$ cat src/rtl/cc_pkg.sv
// Package: shared register addresses and status field positions for the
// capture/compare channel. Assumes a one-bit register address.
package cc_pkg;
    typedef enum logic {
        CC_ADDR_DATA = 1'b0,
        CC_ADDR_STAT = 1'b1
    } cc_addr_e;

    localparam int CC_STAT_OVC_BIT = 0;
endpackage

$ cat src/rtl/cc_datareg.sv
// Module: shared data register. In capture mode it takes the counter value
// on each capture strobe, tracks whether that capture has been read, and
// raises a sticky overcapture flag. In compare mode it is written by software.
// Assumes strobes are single-cycle and synchronous to clk.
module cc_datareg #(
    parameter int CNT_W = 16
) (
    input  logic             clk,
    input  logic             rst_n,
    input  logic             is_input,
    input  logic             cap_i,
    input  logic [CNT_W-1:0] cnt_i,
    input  logic             wr_data_i,
    input  logic             wr_stat_i,
    input  logic [CNT_W-1:0] wdata,
    input  logic             rd_data_i,
    output logic [CNT_W-1:0] data_o,
    output logic             ovc_o
);
    import cc_pkg::*;

    logic [CNT_W-1:0] data_q;
    logic             pend_q;
    logic             ovc_q;
    logic             cap_ok;
    logic             ovc_set;

    assign cap_ok  = is_input && cap_i;
    assign ovc_set = cap_ok && pend_q && !rd_data_i;

    // Load the data register from a capture or from a compare-mode write.
    always_ff @(posedge clk) begin
        if (!rst_n)                     data_q <= '0;
        else if (cap_ok)                data_q <= cnt_i;
        else if (wr_data_i && !is_input) data_q <= wdata;
    end

    // Track whether the latest capture has been read.
    always_ff @(posedge clk) begin
        if (!rst_n)         pend_q <= 1'b0;
        else if (cap_ok)    pend_q <= 1'b1;
        else if (rd_data_i) pend_q <= 1'b0;
    end

    // Sticky overcapture flag: setting wins over a write-1 clear.
    always_ff @(posedge clk) begin
        if (!rst_n)       ovc_q <= 1'b0;
        else if (ovc_set) ovc_q <= 1'b1;
        else if (wr_stat_i && wdata[CC_STAT_OVC_BIT]) ovc_q <= 1'b0;
    end

    assign data_o = data_q;
    assign ovc_o  = ovc_q;


    capture_load_chk: assert property (@(posedge clk) disable iff (!rst_n)
        (is_input && cap_i) |=> (data_q == $past(cnt_i)));


    input_write_ignored_chk: assert property (@(posedge clk) disable iff (!rst_n)
        (is_input && !cap_i) |=> $stable(data_q));


    overcapture_set_chk: assert property (@(posedge clk) disable iff (!rst_n)
        (is_input && cap_i && pend_q && !rd_data_i) |=> ovc_q);
endmodule

$ cat src/rtl/cc_cmpreg.sv
// Module: active compare copy. It takes writes directly when preload is off,
// or reloads from the data register on overflow when preload is on.
// Assumes wr_i is already qualified with compare mode and address 0.
module cc_cmpreg #(
    parameter int CNT_W = 16
) (
    input  logic             clk,
    input  logic             rst_n,
    input  logic             is_input,
    input  logic             preload_en,
    input  logic             ovf_i,
    input  logic             wr_i,
    input  logic [CNT_W-1:0] wdata,
    input  logic [CNT_W-1:0] shadow_i,
    output logic [CNT_W-1:0] active_o
);
    logic [CNT_W-1:0] active_q;

    // Update the active compare value according to the preload setting.
    always_ff @(posedge clk) begin
        if (!rst_n)                              active_q <= '0;
        else if (!preload_en && wr_i)            active_q <= wdata;
        else if (preload_en && ovf_i && !is_input) active_q <= shadow_i;
    end

    assign active_o = active_q;


    direct_write_chk: assert property (@(posedge clk) disable iff (!rst_n)
        (!preload_en && wr_i) |=> (active_q == $past(wdata)));


    preload_hold_chk: assert property (@(posedge clk) disable iff (!rst_n)
        (preload_en && !ovf_i) |=> $stable(active_q));
endmodule

$ cat src/rtl/cc_match.sv
// Module: compare-match detector. It registers the equality of the counter
// and the active compare value, and holds it at 0 in capture mode.
// Assumes the counter moves each cycle, so a hit lasts one cycle.
module cc_match #(
    parameter int CNT_W = 16
) (
    input  logic             clk,
    input  logic             rst_n,
    input  logic             is_input,
    input  logic [CNT_W-1:0] cnt_i,
    input  logic [CNT_W-1:0] active_i,
    output logic             match_o
);
    logic match_q;

    // Register the compare hit.
    always_ff @(posedge clk) begin
        if (!rst_n) match_q <= 1'b0;
        else        match_q <= !is_input && (cnt_i == active_i);
    end

    assign match_o = match_q;


    no_match_in_input_chk: assert property (@(posedge clk) disable iff (!rst_n)
        is_input |=> !match_q);
endmodule

$ cat src/rtl/cc_channel.sv
// Module: capture/compare channel top. It decodes the register port, wires
// the data register, active compare copy and match detector together, and
// registers read data. Assumes one access per port per cycle.
module cc_channel #(
    parameter int CNT_W = 16
) (
    input  logic             clk,
    input  logic             rst_n,
    input  logic             is_input,
    input  logic             preload_en,
    input  logic [CNT_W-1:0] cnt_i,
    input  logic             ovf_i,
    input  logic             cap_i,
    input  logic             wr_en,
    input  logic             rd_en,
    input  logic             addr,
    input  logic [CNT_W-1:0] wdata,
    output logic [CNT_W-1:0] rdata,
    output logic             match_o
);
    import cc_pkg::*;

    localparam int STAT_PAD = CNT_W - 1;

    logic             wr_data, wr_stat, rd_data;
    logic [CNT_W-1:0] data_w, active_w, rdata_q;
    logic             ovc_w;

    assign wr_data = wr_en && (addr == CC_ADDR_DATA);
    assign wr_stat = wr_en && (addr == CC_ADDR_STAT);
    assign rd_data = rd_en && (addr == CC_ADDR_DATA);

    cc_datareg #(.CNT_W(CNT_W)) u_data (
        .clk(clk), .rst_n(rst_n), .is_input(is_input), .cap_i(cap_i),
        .cnt_i(cnt_i), .wr_data_i(wr_data), .wr_stat_i(wr_stat),
        .wdata(wdata), .rd_data_i(rd_data), .data_o(data_w), .ovc_o(ovc_w)
    );

    cc_cmpreg #(.CNT_W(CNT_W)) u_cmp (
        .clk(clk), .rst_n(rst_n), .is_input(is_input), .preload_en(preload_en),
        .ovf_i(ovf_i), .wr_i(wr_data && !is_input), .wdata(wdata),
        .shadow_i(data_w), .active_o(active_w)
    );

    cc_match #(.CNT_W(CNT_W)) u_match (
        .clk(clk), .rst_n(rst_n), .is_input(is_input), .cnt_i(cnt_i),
        .active_i(active_w), .match_o(match_o)
    );

    // Registered read: pre-edge register state is returned.
    always_ff @(posedge clk) begin
        if (!rst_n)     rdata_q <= '0;
        else if (rd_en) rdata_q <= (addr == CC_ADDR_DATA) ? data_w
                                   : {{STAT_PAD{1'b0}}, ovc_w};
    end

    assign rdata = rdata_q;


    read_hold_chk: assert property (@(posedge clk) disable iff (!rst_n)
        !rd_en |=> $stable(rdata_q));
endmodule

$ cat config.mk
export PLATFORM = sky130hd
export DESIGN_NAME = cc_channel
export DESIGN_NICKNAME = d
export VERILOG_FILES = /design/src/rtl/cc_pkg.sv /design/src/rtl/cc_datareg.sv /design/src/rtl/cc_cmpreg.sv /design/src/rtl/cc_match.sv /design/src/rtl/cc_channel.sv
export SDC_FILE = /design/constraint.sdc
export NUM_CORES = 1
export LEC_CHECK = 0
export ABC_CLOCK_PERIOD_IN_PS = 3200
export BUFFER_PORTS_ARGS = -buffer_cell sky130_fd_sc_hd__buf_2
export CORE_ASPECT_RATIO = 0.6
export CORE_MARGIN = 2
export CORE_UTILIZATION = 58
export CTS_CLUSTER_SIZE = 24
export DETAILED_ROUTE_END_ITERATION = 8
export GPL_ROUTABILITY_DRIVEN = 0
export GPL_TIMING_DRIVEN = 0
export PLACE_DENSITY = 0.84
export SYNTH_ARGS = -nofsm -noshare
export SYNTH_HDL_FRONTEND = slang
export SYNTH_HIERARCHICAL = 1
export SYNTH_SLANG_ARGS = --single-unit
export TNS_END_PERCENT = 5
$ cat constraint.sdc
create_clock -name clk -period 3.2 [get_ports clk]
set_input_delay 0.16 -clock clk [delete_from_list [all_inputs] [get_ports clk]]
set_output_delay 0.16 -clock clk [all_outputs]
set_load 0.1 [all_outputs]
; Word-level counts from Yosys, hierarchy flattened
; Cells that the tools add are included.
[word_totals]
regBits = 51
input_bits = 41
output_inout_bits = 17
wordCells = 36
[classes]
eq_ne = 1
n_mux = 9
n_bitwise = 1
reduce_logical = 19
[ops]
columns = op, n
row1 = $mux W16, 5
row2 = $eq A16 B16 Y1, 1
row3 = $logic_and A1 B1 Y1, 12
row4 = $reduce_bool A2 Y1, 4
row5 = $mux W1, 4
row6 = $logic_not A1 Y1, 3
row7 = $not A1 Y1, 1

; Logic depth before layout (Yosys ltp)
[depth]
depth_word = 5
depth_mapped = 8
depth_no_buf = 5

; By module
; The synthesis kept the hierarchy.
[modules_own_cells]
columns = module, n_inst, cells_each, area_per_inst_um2, seq_area_each_um2
row1 = cc_datareg, 1, 102, 1001.0, 360.3
row2 = cc_cmpreg, 1, 73, 718.2, 320.3
row3 = cc_channel, 1, 73, 710.7, 320.3
row4 = cc_match, 1, 23, 205.2, 20.0

; Worst setup path after synthesis
; Ideal clock, no wire load.
[synth_path]
path_type = input-to-reg
startpoint = input addr
endpoint = register u_cmp.active_q[0] (netlist: u_cmp/active_o[0])
setup_ns = 0.067
arrival_ns = 1.325
required_time_ns = 3.133
slack_ns = 1.808
path_stages = 8
path_buffers = 3
path_cell_list = and2b_1 > nor2b_1 > nand2b_4 > buf_6 > and2_4 > buf_6 > buf_6 > a21oi_2
[synth_via]
elab_chain_cells = 5
word_cells_on_any_way = 6
cone_classes = mux: 1 / bitwise: 1 / reduce/logical: 4
[synth_rtl]
columns = element, line
row1 = start: declaration, cc_channel.sv:16  ; input logic addr,
row2 = $not A1 Y1 *, --
row3 = $logic_and A1 B1 Y1 *, cc_channel.sv:29  ; assign wr_data = wr_en && (addr == CC_ADDR_DATA);
row4 = $logic_and A1 B1 Y1 *, cc_channel.sv:41  ; .ovf_i(ovf_i), .wr_i(wr_data && !is_input), .wdata(wdata),
row5 = $logic_and A1 B1 Y1 *, cc_cmpreg.sv:22  ; else if (!preload_en && wr_i) active_q <= wdata;
row6 = $mux W16 or $reduce_bool A2 Y1 (tied branches), --
row7 = end signal: assignment, cc_cmpreg.sv:22
row8 = end signal: assignment, cc_cmpreg.sv:23  ; else if (preload_en && ovf_i && !is_input) active_q <= shadow_i;
row9 = end: declaration, cc_cmpreg.sv:17  ; logic [CNT_W-1:0] active_q;
; Mark *: on every way between the ends. The rest lies on a longest branch, timed or not.
; A chain may end at the register's enable or synchronous reset.

; Final worst setup path
[layout_path]
startpoint = register u_cmp.active_q[10] (netlist: u_cmp/active_o[10])
endpoint = register u_match.match_q (netlist: u_match/match_o)
[layout_via]
elab_chain_cells = 2
[layout_rtl]
columns = element, line
row1 = $eq A16 B16 Y1, cc_match.sv:19  ; else match_q <= !is_input && (cnt_i == active_i);
row2 = $logic_and A1 B1 Y1, cc_match.sv:19
row3 = end signal: assignment, cc_match.sv:19
row4 = end: declaration, cc_match.sv:14  ; logic match_q;
; No other way between the ends.

==> impl_metrics.yaml <==
timing:
  maxSlewHeadroom_pct: 61.7
  fmax_ghz: 0.656
  tightest_slew_ps: 574
  drv_slew: 0
  rsz0062_at_grt: "no"
  setup_viol: 0
  hold_viol: 0
  fin_tns_setup_ps: 0
  fin_crit_sh_pct: 47.6
  period_minus_slack_ps: 1520
  finClkSkew_ps: 3.10
route:
  highest_layer: "met4"
  wl_met3_um: 685
  drc: 0
  routed_wirelength_um: 7080
  drt-vias-per-instance: 6.08
  ant_nets: 0
  firstDrtPassIters: 4
  met2_length_um: 3030
  wl_per_cell_um: 17.9
  drt_iter0_drc: 194
  wl_met1_um: 3230
  vias: 2409
clock_network:
  clock-root-buffer: "clkbuf_8"
  ctsResizeCount: 0
  cts_buffers: 5
  cts_tree: "built"
  hold_buffers: 0
  postCtsSetupBuffers: 0
  clk_pin_slew_ps: 90
  clock_latency_ps: 310
  htree_levels: 2
  cts.sinks: 51
  cts_buffer_depth: 2
run_status:
  status: "complete, no violations"
worst_setup_path:
  crit_path_end_kind: "register"
  critPathKind: "register to register"
  crit_required_ps: 3420
  setup.worst_path.end: "u_match/match_o"
  critPathMaxFanout: 2
  reg2reg_depth: 4
  r2r_slack_ps: 1680
  arrival_ps: 1750
  startpoint: "u_cmp/active_o[10]"
  r2r-start: "u_cmp/active_o[10]"
  worst_setup_path_start_kind: "register"
  worst_r2r_endpoint: "u_match/match_o"
yosys:
  synth_commonest_cells: "dfxtp_1, a21boi_0"
  netlist_instances: 271
  synth_top_area_share_pct: 38.7
  synth_top_cell_by_area: "dfxtp_1"
  synth-seq-cells: 51
  synthTopCellsByArea: "dfxtp_1, a21boi_0, o311a_1, o221ai_1, or3b_1"
  synth_area_per_cell_sq_um: 9.72
  synth_edf_count: 0
  syn_nets: 312
  synth.distinct_cells: 32
  yosysMostFrequentCell: "dfxtp_1"
  async_flop_share_pct: 0
  synthesis.area_sq_um: 2640
  ys.flop_type: "dfxtp_1"
  ys_seq_area_share_pct: 38.7
  ys_warn_count: 6
cells_and_area:
  stdcell_area_sq_um: 3080
  layout.nets: 376
  drive_gt1_share_pct: 27.7
  synthToLayoutAreaGrowth_pct: 16.9
  diodes: 0
  final_cells: 396
placement:
  dpl.cell_count: 388
  io_buffer_count: 57
  placed_area_sq_um: 3000
  hpwl_um: 5190
die:
  die_w_um: 91.0
  ios: 58
  die_h_um: 56.2
  core_area_sq_um: 4230
  row_count: 18
  design.die.area_sq_um: 5120
  start_util_pct: 62.2
job:
  drv_cap: 0
power:
  p_per_area_nw_per_um2: 426
  peakVddDrop_uv: 254
  power.leakage_nw: 1.33
grt:
  grt_overflow: 0
  antenna_found_initial: 0
  grt_max_degree: 17
  grt_pass1_vias: 2308
  grt_first_pass_wirelength_um: 11300
  grtUsageTotal_pct: 28.5
min_path:
  hold_path_class: "primary input to register"
-- metal layers --
metal	GRT usage [%]	up-vias
li1	-	1121
met1	40.4	1140
met2	43.1	128
met3	7.32	20
met4	8.01	0
met5	0	-
-- cell type report --
| class | instances | area [sq um] |
|---|---|---|
| multi-input cells | 180 | 1410 |
| plain buffers | 24 | 143 |
| inverters | 16 | 60.1 |
| flip-flops and latches | 51 | 1020 |
| clock buffers | 6 | 72.6 |
| clock inverters | 2 | 12.5 |
| well taps | 60 | 75.1 |
| repair buffers | 57 | 285 |
| fillers | 356 | 1150 |
-- flip-flops by register name, indices dropped and copies added, names as in the netlist --
| register | cells |
|---|---|
| rdata | 16 |
| u_cmp/active_o | 16 |
| u_data/data_o | 16 |
| u_data/ovc_o | 1 |
| u_data/pend_q | 1 |
| u_match/match_o | 1 |
-- per-stage QoR --
| stage | setup WS [ps] | hold WS, ps | utilization [%] | power [mW] |
|---|---|---|---|---|
| after CTS | 1710 | 178 | 72.8 | 1.31 |
| final | 1680 | 173 | 72.8 | 1.31 |
| after floorplan | 1810 | 298 | - | 0.863 |
| after global routing | 1610 | 183 | 72.8 | 1.36 |
| after global placement | 1410 | 445 | 70.7 | 0.941 |
| after detailed placement | 1390 | 454 | 70.7 | 0.948 |
-- kinds of logic after synthesis --
| logic type | after synthesis | synth area share, % |
|---|---|---|
| AO/OA/AOI/OAI | 84 | 25.9 |
| XOR/XNOR | 16 | 5.32 |
| buffers and inverters | 40 | 7.69 |
| flip-flops | 51 | 38.7 |
| multiplexers | 1 | 0.380 |
| AND/OR/NAND/NOR | 79 | 21.9 |
-- power by group --
part           total [mW]  leakage (nW)  switching (mW)  internal (mW)
logic               0.246         0.868           0.148         0.0981
clock network       0.373        0.0412           0.219          0.153
registers           0.693         0.417          0.0245          0.669
total                1.31          1.33           0.392          0.920
-- critical path: stages (launching register included) --
cell	delay [ps]
dfxtp_1	330
xor2_1	220
nor4_1	420
nand4_1	260
nor4_2	210
-- cell usage in the layout (no fill, tap or decap), drive strengths merged --
cell type / Yosys / layout
a21oi: 17 / 17
and4b: 1 / 1
o221ai: 16 / 16
nand3b: 16 / 16
or3b: 16 / 16
and2: 2 / 2
o21a: 1 / 1
o311a: 16 / 16
mux2i: 1 / 1
clkinvlp: 0 / 1
nand2: 1 / 1
clkbuf: 10 / 16
nand2b: 17 / 17
nand4: 1 / 1
buf: 14 / 71
o21ai: 1 / 1
xor2: 16 / 16
nor4: 4 / 4
clkinv: 0 / 1
nor2b: 3 / 3
a21boi: 33 / 33
and2b: 1 / 1
inv: 16 / 16
nor3b: 1 / 1
and3: 16 / 16
dfxtp: 51 / 51
-- how the worst min path moves through the flow --
stage,cells after the start,start,slack [ps],endpoint
floorplan,2,rst_n,300,u_cmp/active_o[10]
global route,3,wdata[9],180,u_cmp/active_o[9]
global placement,2,u_cmp/active_o[11],450,u_cmp/active_o[11]
CTS,3,wdata[9],180,u_cmp/active_o[9]
finish,3,wdata[4],170,u_cmp/active_o[4]
detailed placement,2,u_cmp/active_o[11],450,u_cmp/active_o[11]
Note: power is estimated with default switching activity, not from simulation.
